[src/rtl/mcu_pkg.sv]
package mcu_pkg;
    // Width of the descriptor reference count field
    localparam int unsigned RC_W    = 4;
    // Width of the statistics index
    localparam int unsigned STATS_W = 16;

    // Descriptor word selects, in the order they are written
    localparam logic [1:0] SEL_HI = 2'd0;
    localparam logic [1:0] SEL_LO = 2'd1;
    localparam logic [1:0] SEL_RC = 2'd2;

    typedef enum logic [2:0] {
        ST_IDLE,
        ST_WHI,
        ST_WLO,
        ST_WRC,
        ST_EMIT,
        ST_DROP
    } mcu_state_e;

    // Group MAC derived from an IP group address
    function automatic logic [47:0] group_mac(input logic [31:0] ip);
        return {24'h01005E, 1'b0, ip[22:0]};
    endfunction
endpackage

[src/rtl/mcu_mac_former.sv]
// Forms the destination MAC, the set of copies and the reference count
// for one decision record.
// Assumes VEC_W is below 2**RC_W, so the popcount cannot overflow.
module mcu_mac_former
    import mcu_pkg::*;
#(
    parameter int unsigned VEC_W  = 10,
    parameter int unsigned DEST_W = 4
) (
    input  logic              is_mcast,
    input  logic [31:0]       dst_ip,
    input  logic [47:0]       nh_mac,
    input  logic [DEST_W-1:0] dest,
    input  logic [VEC_W-1:0]  vec,
    output logic [47:0]       mac,
    output logic [VEC_W-1:0]  copy_set,
    output logic [RC_W-1:0]   ref_cnt
);
    // Pick the MAC source by packet kind
    always_comb begin
        mac = is_mcast ? group_mac(dst_ip) : nh_mac;
    end

    // Copy set: the mask for multicast, the single destination for unicast
    always_comb begin
        copy_set = '0;
        if (is_mcast) begin
            copy_set = vec;
        end else if (32'(dest) < VEC_W) begin
            copy_set[dest] = 1'b1;
        end
    end

    // Count the copies
    always_comb begin
        ref_cnt = '0;
        for (int i = 0; i < VEC_W; i++) begin
            ref_cnt = ref_cnt + RC_W'(copy_set[i]);
        end
    end
endmodule

[src/rtl/mcu_copy_picker.sv]
// Chooses the lowest pending copy bit.
// Assumes the caller clears a granted bit once it is accepted.
module mcu_copy_picker #(
    parameter int unsigned VEC_W  = 10,
    parameter int unsigned DEST_W = 4
) (
    input  logic [VEC_W-1:0]  pend,
    output logic              any,
    output logic [DEST_W-1:0] idx,
    output logic [VEC_W-1:0]  grant
);
    // Scan from the top so the lowest set bit wins
    always_comb begin
        idx   = '0;
        grant = '0;
        for (int i = VEC_W - 1; i >= 0; i--) begin
            if (pend[i]) begin
                idx      = DEST_W'(i);
                grant    = '0;
                grant[i] = 1'b1;
            end
        end
        any = |pend;
    end
endmodule

[src/rtl/mcast_copy_unit.sv]
// Takes one forwarding decision, writes the shared descriptor (MAC,
// statistics index, reference count) and then issues one enqueue per copy.
// Packets with no copies are freed instead.
// Assumes the descriptor write port always accepts and eq_ready may stall.
module mcast_copy_unit
    import mcu_pkg::*;
#(
    parameter  int unsigned HANDLE_W = 20,
    parameter  int unsigned QID_W    = 17,
    parameter  int unsigned NPORT    = 5,
    parameter  int unsigned NPLUG    = 5,
    localparam int unsigned VEC_W    = NPORT + NPLUG,
    localparam int unsigned DEST_W   = $clog2(VEC_W)
) (
    input  logic                clk,
    input  logic                rst_n,
    input  logic                in_valid,
    output logic                in_ready,
    input  logic [HANDLE_W-1:0] in_handle,
    input  logic                in_mcast,
    input  logic [31:0]         in_dst_ip,
    input  logic [47:0]         in_nh_mac,
    input  logic                in_mac_ok,
    input  logic [DEST_W-1:0]   in_dest,
    input  logic [QID_W-1:0]    in_qid,
    input  logic [VEC_W-1:0]    in_copy_vec,
    input  logic [STATS_W-1:0]  in_stats,
    output logic                dw_valid,
    output logic [HANDLE_W-1:0] dw_addr,
    output logic [1:0]          dw_sel,
    output logic [31:0]         dw_data,
    output logic                eq_valid,
    input  logic                eq_ready,
    output logic [HANDLE_W-1:0] eq_handle,
    output logic [DEST_W-1:0]   eq_dest,
    output logic [QID_W-1:0]    eq_qid,
    output logic                free_valid,
    output logic [HANDLE_W-1:0] free_handle
);
    mcu_state_e          st_q;
    logic [HANDLE_W-1:0] hnd_q;
    logic [47:0]         mac_q;
    logic [STATS_W-1:0]  stats_q;
    logic [QID_W-1:0]    qid_q;
    logic [RC_W-1:0]     rc_q;
    logic [VEC_W-1:0]    pend_q;

    logic [47:0]         mac_c;
    logic [VEC_W-1:0]    set_c;
    logic [RC_W-1:0]     rc_c;
    logic                drop_c;
    logic                pick_any;
    logic [DEST_W-1:0]   pick_idx;
    logic [VEC_W-1:0]    pick_grant;
    logic [VEC_W-1:0]    pend_left;

    mcu_mac_former #(.VEC_W(VEC_W), .DEST_W(DEST_W)) former_i (
        .is_mcast (in_mcast),
        .dst_ip   (in_dst_ip),
        .nh_mac   (in_nh_mac),
        .dest     (in_dest),
        .vec      (in_copy_vec),
        .mac      (mac_c),
        .copy_set (set_c),
        .ref_cnt  (rc_c)
    );

    mcu_copy_picker #(.VEC_W(VEC_W), .DEST_W(DEST_W)) picker_i (
        .pend  (pend_q),
        .any   (pick_any),
        .idx   (pick_idx),
        .grant (pick_grant)
    );

    // Drop when no copy would result or a unicast MAC is missing
    always_comb begin
        drop_c = (set_c == '0) || (!in_mcast && !in_mac_ok);
    end

    // Copies still owed after the current grant
    always_comb begin
        pend_left = pend_q & ~pick_grant;
    end

    // Sequencer: capture, three descriptor writes, emit copies or drop
    always_ff @(posedge clk) begin
        if (!rst_n) begin
            st_q    <= ST_IDLE;
            hnd_q   <= '0;
            mac_q   <= '0;
            stats_q <= '0;
            qid_q   <= '0;
            rc_q    <= '0;
            pend_q  <= '0;
        end else begin
            case (st_q)
                ST_IDLE: if (in_valid) begin
                    hnd_q   <= in_handle;
                    mac_q   <= mac_c;
                    stats_q <= in_stats;
                    qid_q   <= in_qid;
                    rc_q    <= rc_c;
                    pend_q  <= drop_c ? '0 : set_c;
                    st_q    <= drop_c ? ST_DROP : ST_WHI;
                end
                ST_WHI: st_q <= ST_WLO;
                ST_WLO: st_q <= ST_WRC;
                ST_WRC: st_q <= ST_EMIT;
                ST_EMIT: if (eq_ready && pick_any) begin
                    pend_q <= pend_left;
                    if (pend_left == '0) begin
                        st_q <= ST_IDLE;
                    end
                end
                ST_DROP: st_q <= ST_IDLE;
                default: st_q <= ST_IDLE;
            endcase
        end
    end

    // Input handshake
    always_comb begin
        in_ready = (st_q == ST_IDLE);
    end

    // Descriptor write port
    always_comb begin
        dw_valid = 1'b0;
        dw_sel   = SEL_HI;
        dw_data  = '0;
        dw_addr  = hnd_q;
        case (st_q)
            ST_WHI: begin
                dw_valid = 1'b1;
                dw_sel   = SEL_HI;
                dw_data  = {mac_q[47:32], stats_q};
            end
            ST_WLO: begin
                dw_valid = 1'b1;
                dw_sel   = SEL_LO;
                dw_data  = mac_q[31:0];
            end
            ST_WRC: begin
                dw_valid = 1'b1;
                dw_sel   = SEL_RC;
                dw_data  = {{(32 - RC_W){1'b0}}, rc_q};
            end
            default: ;
        endcase
    end

    // Enqueue request: plugin copies carry no queue id
    always_comb begin
        eq_valid  = (st_q == ST_EMIT) && pick_any;
        eq_handle = hnd_q;
        eq_dest   = pick_idx;
        eq_qid    = (32'(pick_idx) < NPORT) ? qid_q : '0;
    end

    // Free strobe on drop
    always_comb begin
        free_valid  = (st_q == ST_DROP);
        free_handle = hnd_q;
    end

    // no output activity while the input side is open
    a_r11_busy_not_ready: assert property (@(posedge clk) disable iff (!rst_n)
        (dw_valid || eq_valid || free_valid) |-> !in_ready);

    // a stalled request holds
    a_r8_hold_stable: assert property (@(posedge clk) disable iff (!rst_n)
        (eq_valid && !eq_ready) |=> (eq_valid && $stable(eq_dest)
                                     && $stable(eq_handle) && $stable(eq_qid)));

    // the reference count write is followed directly by an enqueue
    a_r2_write_then_enqueue: assert property (@(posedge clk) disable iff (!rst_n)
        (dw_valid && dw_sel == SEL_RC) |=> eq_valid);

    // plugin copies carry queue id zero
    a_r7_plugin_qid: assert property (@(posedge clk) disable iff (!rst_n)
        (eq_valid && 32'(eq_dest) >= NPORT) |-> (eq_qid == '0));

    // successive accepted copies rise in destination order
    a_r6_ascending: assert property (@(posedge clk) disable iff (!rst_n)
        (eq_valid && eq_ready) |=> (!eq_valid || eq_dest > $past(eq_dest)));

    // a drop touches neither the descriptor nor the queue manager
    a_r9_drop_alone: assert property (@(posedge clk) disable iff (!rst_n)
        free_valid |-> (!dw_valid && !eq_valid));
endmodule

[config.mk]
export PLATFORM = sky130hd
export DESIGN_NAME = mcast_copy_unit
export DESIGN_NICKNAME = d
export VERILOG_FILES = /design/src/rtl/mcu_pkg.sv /design/src/rtl/mcu_mac_former.sv /design/src/rtl/mcu_copy_picker.sv /design/src/rtl/mcast_copy_unit.sv
export SDC_FILE = /design/constraint.sdc
export NUM_CORES = 1
export LEC_CHECK = 0
export ABC_CLOCK_PERIOD_IN_PS = 10040
export BUFFER_PORTS_ARGS = -buffer_cell sky130_fd_sc_hd__buf_2
export CORE_MARGIN = 1
export CORE_UTILIZATION = 45
export CTS_CLUSTER_SIZE = 8
export DETAILED_ROUTE_END_ITERATION = 6
export PLACE_DENSITY = 0.76
export SYNTH_ARGS = -nofsm -noshare
export SYNTH_HDL_FRONTEND = slang
export SYNTH_SLANG_ARGS = --single-unit
[constraint.sdc]
create_clock -name clk -period 10.04 [get_ports clk]
set_input_delay 1.506 -clock clk [delete_from_list [all_inputs] [get_ports clk]]
set_output_delay 1.506 -clock clk [all_outputs]
set_load 0.05 [all_outputs]
# After elaboration in Yosys (flattened, before gate mapping)
# Cells that the tools add are included.
[op_classes]
n_addsub = 9
mul = 0
n_div = 0
order_cmp = 4
n_eq_ne = 8
n_shift = 0
mux = 38
n_bitwise = 2
reduce_logical = 16
[ops]
columns = ["op", "n"]
rows = [
  ["2-to-1 mux 10 bit", 15],
  ["one-hot mux 32 bit (3 select lines)", 1],
  ["2-to-1 mux 48 bit", 1],
  ["2-to-1 mux 4 bit", 10],
  ["adder 4 x 1 -> 4 bit", 8],
  ["zero test 10 bit", 2],
  ["one-hot mux 10 bit (2 select lines)", 1],
  ["2-to-1 mux 17 bit", 1],
  ["one-hot mux 3 bit (5 select lines)", 1],
  ["2-to-1 mux 3 bit", 4],
  ["AND 10 bit", 1],
  ["NOT 10 bit", 1],
  ["OR reduction 10 bit", 1],
  ["equality test 3 x 2 -> 1 bit (second input constant)", 2],
  ["equality test 3 bit (second input constant)", 2],
  ["inequality test 2 bit (second input constant)", 3],
  ["AND reduction 3 bit", 2],
  ["< comparator 4 x 5 -> 1 bit (second input constant)", 1],
  ["demux 1 bit (select 4 bit)", 1],
  [">= comparator 4 x 1 -> 1 bit (second input constant)", 1],
  ["logical AND 1 bit", 4],
  ["< comparator 4 x 3 -> 1 bit (second input constant)", 1],
  ["< comparator 4 bit (second input constant)", 1],
  ["one-hot mux 2 bit (2 select lines)", 1],
  ["9 further kinds", 11],
]
[word_totals]
ff_bits = 118
latch_bits = 0
ram_bits = 0
rom_bits = 0
input_bits = 153
out_inout_bits = 119
wordCells = 84
memories = 0

# Longest topological paths before layout
# Gate-level depths: netlist of run 1.
[logic_depth]
ltp_word = 16
mapped_depth = 15
mapped_depth_nobuf = 14

# By module
# From an unflattened synthesis of run 1, not the netlist that was laid out.
[unflattened]
cells_unflattened = 779
area_unflattened_um2 = 6407.4
[by_module_without_submodules]
columns = ["module", "n_inst", "cells_per_inst", "area_per_inst_um2", "seq_area_each_um2"]
rows = [
  ["mcast_copy_unit", 1, 642, 5352.6, 2362.3],
  ["mcu_mac_former", 1, 107, 868.3, 0.0],
  ["mcu_copy_picker", 1, 30, 186.4, 0.0],
]

# Worst setup path before layout of run 1
# No wires, ideal clock.
[synth_path]
kind = "input to register"
start = "in in_mcast"
end = "reg rc_q[2]"
setup_ns = 0.076
arrival_time_ns = 5.391
required_ns = 9.964
path_slack_ns = 4.574
path_stages = 15
n_path_buf = 2
cell_sequence = "buf_2 > buf_1 > nor3_1 > a21oi_1 > inv_1 > ha_1 > fa_1 > fa_1 > inv_1 > fa_1 > fa_1 > fa_1 > xnor2_1 > nand2_1 > a21boi_0"
[synth_via]
elab_chain_cells = 10
[synth_lines]
columns = ["item", "line_no", "text"]
rows = [
  ["start, declared", "mcast_copy_unit.sv:20", "input logic in_mcast,"],
  ["2-to-1 mux 10 bit *", "mcu_mac_former.sv:27", "if (is_mcast) begin"],
  ["adder 1 x 1 -> 2 bit", "mcu_mac_former.sv:38", "ref_cnt = ref_cnt + RC_W'(copy_set[i]);"],
  ["adder 4 x 1 -> 4 bit (7 in a row)", "mcu_mac_former.sv:38", ""],
  ["adder 4 x 1 -> 4 bit *", "mcu_mac_former.sv:38", ""],
  ["end signal, assigned", "mcast_copy_unit.sv:102", "rc_q <= rc_c;"],
  ["end, declared", "mcast_copy_unit.sv:45", "logic [RC_W-1:0] rc_q;"],
]
# Mark *: on every way between the ends. The rest lies on a longest branch, timed or not.
# A chain may end at the register's enable or synchronous reset.

# Worst setup path in the final report of run 1
# Ends and elaborated chain as after synthesis.

==> results of run 1 <==
## logic make-up after synthesis
kind of cell	after synthesis
AO/OA/AOI/OAI	201
XOR/XNOR	2
adder cells (fa/ha/maj)	13
buffers and inverters	112
flip-flops	118
multiplexers	27
AND/OR/NAND/NOR	309
## state kept, by name, summed over array words and instances (netlist names)
name / count
st_q: 3
stats_q: 16
rc_q: 4
qid_q: 17
pend_q: 10
mac_q: 48
dw_addr: 20
## critical path, cell delays in order
cell and delay [ps]:
buf_2 70, buf_4 610, nor3_1 130, a21oi_1 310, inv_1 80, ha_1 310, fa_1 510, fa_1 540
inv_1 50, fa_1 500, fa_1 460, fa_1 390, xnor2_1 140, nand2_1 60, a21boi_0 180
## cell type report
| class | instances | share of cell area |
|---|---|---|
| clock buffer | 25 | 0.0617 |
| clock inverter | 7 | 0.00873 |
| tap | 180 | 0.0281 |
| sequential | 118 | 0.294 |
| timing repair buffer | 268 | 0.169 |
| multi-input combinational | 552 | 0.432 |
| inverter | 12 | 0.00577 |
## power by group through the flow
stage | logic, W | clock network [W] | registers [W]
6_report | 0.000450 | 0.000571 | 0.000545
5_1_grt | 0.000487 | 0.000608 | 0.000551
4_1_cts | 0.000453 | 0.000583 | 0.000545
3_5_place_dp | 0.000451 | 0 | 0.000554
3_3_place_gp | 0.000448 | 0 | 0.000552
2_1_floorplan | 0.000344 | 0 | 0.000567
## worst max-delay path by stage
stage | slack, ps | to | depth (start not counted) | start
finish | 4510 | rc_q[2]$_SDFFE_PN0P_ | 15 | in_mcast
global route | 4220 | rc_q[2]$_SDFFE_PN0P_ | 15 | in_mcast
CTS | 4520 | rc_q[2]$_SDFFE_PN0P_ | 15 | in_mcast
detailed placement | 4090 | rc_q[2]$_SDFFE_PN0P_ | 15 | in_mcast
global placement | 4110 | rc_q[2]$_SDFFE_PN0P_ | 15 | in_mcast
floorplan | 4570 | rc_q[2]$_SDFFE_PN0P_ | 15 | in_mcast
## through the flow
step / utilization / power, W / worst slack [ps]
final: 0.578 / 0.00157 / 4510
after floorplan: - / 0.000911 / 4570
after CTS: 0.578 / 0.00158 / 4520
after global routing: 0.578 / 0.00165 / 4220
after detailed placement: 0.537 / 0.00101 / 4090
after global placement: 0.537 / 0.00100 / 4110
## metal layers
metal,vias to the layer above,track usage,wire (um)
met5,-,0,0
met4,0,0.0795,264
met3,20,0.0677,1420
met2,238,0.367,7750
met1,2708,0.276,7270
li1,3033,-,-
## cells in the final DEF, fill, tap and decap left out, drive strengths merged, types with 2 or more instances in the layout
master,count
clkbuf,25
inv,11
a22oi,3
o21a,3
fa,6
nor2b,3
o31ai,4
nand2b,11
clkinvlp,4
clkinv,3
buf,268
nand2,186
mux2,4
o41ai,2
nor3b,7
o211a,26
a22o,28
nor4,5
a21boi,79
ha,6
dfxtp,118
a21oi,17
nor3,17
or4,2
xnor2,2
mux2i,23
o22ai,4
nand3,19
o21ai,26
or2,2
nor2,29
nand3b,22
and2,4
==> key figures, run 1 <==
CTS
  – Worst-path clk slew: around 50 ps
  – Latest clock arrival within the worst-skew pair: approximately 410 ps
  – Clk sinks: around 120
  – TritonCTS buffer count: 17
  – Clock Tree Buf Depth: 2
  – # resized after CTS: 0
  – Setup bufs post-CTS: 0
  – TritonCTS clock tree: yes
  – Clock tree root driver cell: clkbuf_16
  – # hold bufs at CTS: 0
  – Max H-tree Level: 4

Yosys
  – Synth Register Bits: between 100 and 150
  – Syn Nets: 947
  – Unique cell type count in the Yosys netlist: between 50 and 60
  – Most common cell in the netlist: nand2_1
  – Post-synth top area cell: dfxtp_1
  – Post-Synth Adder-Cell Area: 0.0319
  – Mux contribution to synthesized area: 0.0428
  – Top cell type's share of synthesized area: 0.368
  – Largest cells by area after synthesis: dfxtp_1 (37%), nand2_1 (11%), a21boi_0 (8.5%)
  – FFs w/ async S/R, synth: 0
  – Ys Warns: 0
  – Top_reg_cell synth: dfxtp_1
  – Post-synth EDFFs: 0
  – Commonest cells in the synthesized netlist: nand2_1 (184), dfxtp_1 (118), a21boi_0 (73), buf_4 (42), clkbuf_1 (39)
  – Sequential area share after synthesis: 0.368
  – Compound-Gate Fraction of Synth Area: 0.237
  – Largest family of logic cells by synthesized area: compound AO/OA/AOI/OAI gates
  – Cells after Synth: 782
  – Post-Synth Simple-Gate Area: 0.223
  – Avg Inst Size Synth: roughly 8.2 um2
  – Mapped cell area: approximately 6400 um2
  – Post-Synth XOR/XNOR Area: 0.00273

Route
  – Total Routed Length: around 17000 um
  – DR vias: between 5000 and 6000
  – Antenna-violating nets left: 0
  – Residual DRC count: 0
  – Pre-Repair DR Iteration Count: 5
  – Vias per cell: 5.16
  – Wire per inst: ~14 um
  – DRT iter0 DRCs: 331

Power
  – Combinational Power Share: 0.287
  – Pwr Density: around 200 nW/um2
  – Static leakage: 3.92 nW
  – Switch Pwr: approximately 0.00056 W
  – Sw frac: 0.355
  – Clk pwr share: 0.365
  – Sequential power share: 0.348
  – Internal power: about 0.001 W
  – Worst VDD drop: around 0.12 mV

Timing
  – Final Skew: between 5 and 6 ps
  – Relative slew slack: 0.185
  – Final min period: between 5000 and 6000 ps
  – Final hold slack: between 400 and 500 ps
  – Worst Max-Slew Pin Slew: about 1200 ps
  – Fin. max-slew vios: 0
  – Unrepaired setup endpoints after global routing: no
  – Fmax: 181 MHz
  – Tcrit/Tclk final: 0.551
  – Setup violations, final: 0
  – TNS Setup: 0 ps
  – Fin. Hold Viols: 0

Die
  – Row count: 43
  – DIE HEIGHT: about 120 um
  – Core ar.: ~14000 um2
  – Initial core utilization: 0.463
  – Die area: about 15000 um2
  – Boundary pin count: 272
  – Die W: about 120 um

Global routing
  – Remaining global-route overflow: 0
  – Pin count of the biggest net entering global routing: 80
  – GRT Resource Usage Total: 0.224
  – First-pass GRT wire length: between 20000 and 30000 um
  – Initial antenna violation count: 0
  – Vias in the first global route: approximately 5300

Setup path
  – CP Capture Type: flip-flop
  – Path type of the worst setup path: input port to flip-flop
  – Reg2Reg Depth: 5
  – Critical Path AT: 5870 ps
  – Worst-path fanout max: 73
  – CP startpoint kind: input port
  – FF-to-FF Start: st_q[2]$_SDFFE_PN0P_
  – Worst EP required: just over 10000 ps
  – Reg2Reg Capture Point: qid_q[11]$_SDFFE_PN0P_
  – FF-to-FF setup slack: 7370 ps

Final layout
  – Share of layout cells above drive strength 1: 0.321
  – Post-route cell area: between 8000 and 9000 um2
  – Reg area: around 2400 um2
  – Fin cells: between 1000 and 1500
  – Area added between synthesis and finish: 24.9%
  – Antenna diode instance count: 0
  – Multi-input logic area: between 3000 and 4000 um2
  – Fillers: roughly 1300
  – Final nets: ~1100

Place
  – Dpl cell area: 7460 um2
  – Placed cells: 1130
  – Placer Congestion: around 0.84
  – HPWL after DPL: between 10000 and 15000 um
  – Port Buf Inserts: 262

Hold path
  – Hold Crit Start: mac_q[42]$_SDFFE_PN0P_
  – WHS Endpoint: mac_q[42]$_SDFFE_PN0P_
  – Hold WC Path Type: flip-flop to flip-flop
  – WHS Path Cells: 2

Job
  – Maxcap violations: 0

Outcome
  – Status: complete, no violations
Power figures use the tool's default switching activity.
==> inputs of run 2 (changes only) <==
--- a/config.mk
+++ b/config.mk
@@ -5,13 +5,13 @@
 export SDC_FILE = /design/constraint.sdc
 export NUM_CORES = 1
 export LEC_CHECK = 0
-export ABC_CLOCK_PERIOD_IN_PS = 10040
+export ABC_CLOCK_PERIOD_IN_PS = 4700
 export BUFFER_PORTS_ARGS = -buffer_cell sky130_fd_sc_hd__buf_2
 export CORE_MARGIN = 1
-export CORE_UTILIZATION = 45
+export CORE_UTILIZATION = 44
 export CTS_CLUSTER_SIZE = 8
 export DETAILED_ROUTE_END_ITERATION = 6
-export PLACE_DENSITY = 0.76
+export PLACE_DENSITY = 0.77
 export SYNTH_ARGS = -nofsm -noshare
 export SYNTH_HDL_FRONTEND = slang
 export SYNTH_SLANG_ARGS = --single-unit
==> constraint.sdc (replaced) <==
create_clock -name clk -period 4.7 [get_ports clk]
set_input_delay 0.705 -clock clk [delete_from_list [all_inputs] [get_ports clk]]
set_output_delay 0.705 -clock clk [all_outputs]
set_load 0.05 [all_outputs]
==> run 2 against run 1 <==
Net effect: global-route usage decreased by 0.16 points; first-iteration DRC count increased by 3.0%; clock power increased by 120%; critical path type unchanged; hold slack got worse by 0.81 ps; non-clock buffer count increased by 4; total power increased by 120%; via count increased by 1.5%.
==> key figures, run 2 (same netlist as run 1, synthesis figures left out) <==
Power
  – Sequential power share: 0.342
  – Internal power: 0.00220 W
  – Sw frac: 0.354
  – Worst VDD drop: between 0.2 and 0.3 mV
  – Pwr Total: ~0.0034 W
  – Switch Pwr: 0.00121 W
  – Clk pwr share: 0.375
  – Pwr Density: about 420 nW/um2
  – Combinational Power Share: 0.283
  – Static leakage: between 3 and 4 nW

Die
  – Die W: approximately 120 um
  – Core ar.: between 10000 and 15000 um2
  – Boundary pin count: ~270
  – DIE HEIGHT: about 120 um
  – Row count: 43
  – Die area: about 15000 um2
  – Initial core utilization: 0.458

Place
  – Port Buf Inserts: 262
  – HPWL after DPL: between 10000 and 15000 um
  – Placed cells: between 1000 and 1500
  – Dpl cell area: 7490 um2
  – Placer Congestion: ~0.84

Route
  – Vias per cell: ~5.2
  – DRT iter0 DRCs: 341
  – Wire per inst: between 10 and 15 um
  – DR vias: 6086
  – Residual DRC count: 0
  – Antenna-violating nets left: 0
  – Pre-Repair DR Iteration Count: 5
  – Total Routed Length: 16800 um

Setup path
  – Critical Path AT: around 4700 ps
  – Worst EP required: 5030 ps
  – FF-to-FF setup slack: 2060 ps
  – CP startpoint kind: input port
  – Path type of the worst setup path: input port to flip-flop
  – CP Capture Type: flip-flop
  – Worst-path fanout max: 3

Final layout
  – Post-route cell area: a little over 8000 um2
  – Most flops, register: mac_q
  – Fin cells: approximately 1200
  – Commonest cells after routing, fill and taps aside: buf_2 (261), nand2_1 (183), dfxtp_1 (118), a21boi_0 (73), a22o_1 (28)
  – Final nets: ~1100
  – Share of layout cells above drive strength 1: 0.327
  – Max reg flops: 48
  – Fillers: 1325
  – Antenna diode instance count: 0
  – Area added between synthesis and finish: 25.8%
  – Final Util: 0.576
  – Most common cell after layout, fill and taps aside: buf_2

CTS
  – # hold bufs at CTS: 0
  – Max H-tree Level: 4
  – TritonCTS clock tree: yes
  – Latest clock arrival within the worst-skew pair: 410 ps
  – Clock tree root driver cell: clkbuf_16
  – Clk sinks: 118
  – # resized after CTS: 0
  – TritonCTS buffer count: 17
  – Clock Tree Buf Depth: 2
  – Setup bufs post-CTS: 0
  – Worst-path clk slew: ~60 ps

Timing
  – Relative slew slack: 0.220
  – Fin. Hold Viols: 0
  – Unrepaired setup endpoints after global routing: no
  – Final min period: around 4400 ps
  – Worst Max-Slew Pin Slew: 1170 ps
  – Fin. max-slew vios: 0
  – Fmax: 228 MHz
  – Tcrit/Tclk final: 0.932
  – Setup violations, final: 0
  – Final hold slack: about 460 ps
  – Final Skew: between 7 and 8 ps

Global routing
  – First-pass GRT wire length: around 26000 um
  – Vias in the first global route: about 5400
  – GRT Resource Usage Total: 0.222
  – Initial antenna violation count: 0
  – Remaining global-route overflow: 0
  – Pin count of the biggest net entering global routing: 120

Hold path
  – Hold WC Path Type: flip-flop to flip-flop

Job
  – Maxcap violations: 0

Outcome
  – Status: complete, no violations
-- run 2: changes by cell type in the layout (fill, tap and decap cells not counted) --
cell,change
buf_4,+4
clkinvlp_4,+1
clkbuf_8,-1
clkinv_4,+2
clkbuf_1,-3
bufinv_16,+1
-- run 2: worst paths after layout --
check	startpoint	endpoint	depth (start not counted)
min reg2reg	mac_q[31]$_SDFFE_PN0P_	mac_q[31]$_SDFFE_PN0P_	2
max reg2reg	st_q[2]$_SDFFE_PN0P_	qid_q[3]$_SDFFE_PN0P_	5
max	in_dest[3]	rc_q[2]$_SDFFE_PN0P_	13
min	mac_q[31]$_SDFFE_PN0P_	mac_q[31]$_SDFFE_PN0P_	2
-- run 2: metal layers --
layer | vias up | part of all wire | wire length (um) | GRT usage
li1 | 3054 | - | - | -
met1 | 2795 | 0.43 | 7310 | 0.268
met2 | 227 | 0.48 | 8090 | 0.375
met3 | 10 | 0.078 | 1310 | 0.0720
met4 | 0 | 0.0075 | 126 | 0.0633
met5 | - | 0 | 0 | 0
-- run 2: final cells by class --
type | instances | area [um2] | share of cell area
flip-flops and latches | 118 | 2360 | 0.292
clock buffers | 21 | 470 | 0.0582
multi-input cells | 552 | 3470 | 0.429
inverters | 12 | 46.3 | 0.00573
well taps | 180 | 225 | 0.0279
repair buffers | 272 | 1390 | 0.172
clock inverters | 11 | 125 | 0.0155
-- run 2: critical path, stage by stage --
cell      delay (ps)
buf_2            100
or2_2            310
o41ai_1          390
ha_1             330
fa_1             510
fa_1             540
inv_1             60
fa_1             510
fa_1             470
fa_1             390
xnor2_1          150
nand2_1           70
a21boi_0         170
-- run 2: metrics by stage --
| stage | setup WS [ps] | TNS (ps) |
|---|---|---|
| finish | 321 | 0 |
| global route | 15.9 | 0 |
| CTS | 365 | 0 |
| detailed placement | -62.1 | -68.8 |
| global placement | -15.9 | -15.9 |
| floorplan | 34.8 | 0 |
-- run 2: power groups by stage --
stage / Combinational [W] / Sequential [W] / Clock, W
global placement: 0.000957 / 0.00118 / 0
detailed placement: 0.000970 / 0.00118 / 0
finish: 0.000966 / 0.00116 / 0.00128
CTS: 0.000973 / 0.00116 / 0.00131
global route: 0.00105 / 0.00118 / 0.00135
floorplan: 0.000735 / 0.00121 / 0
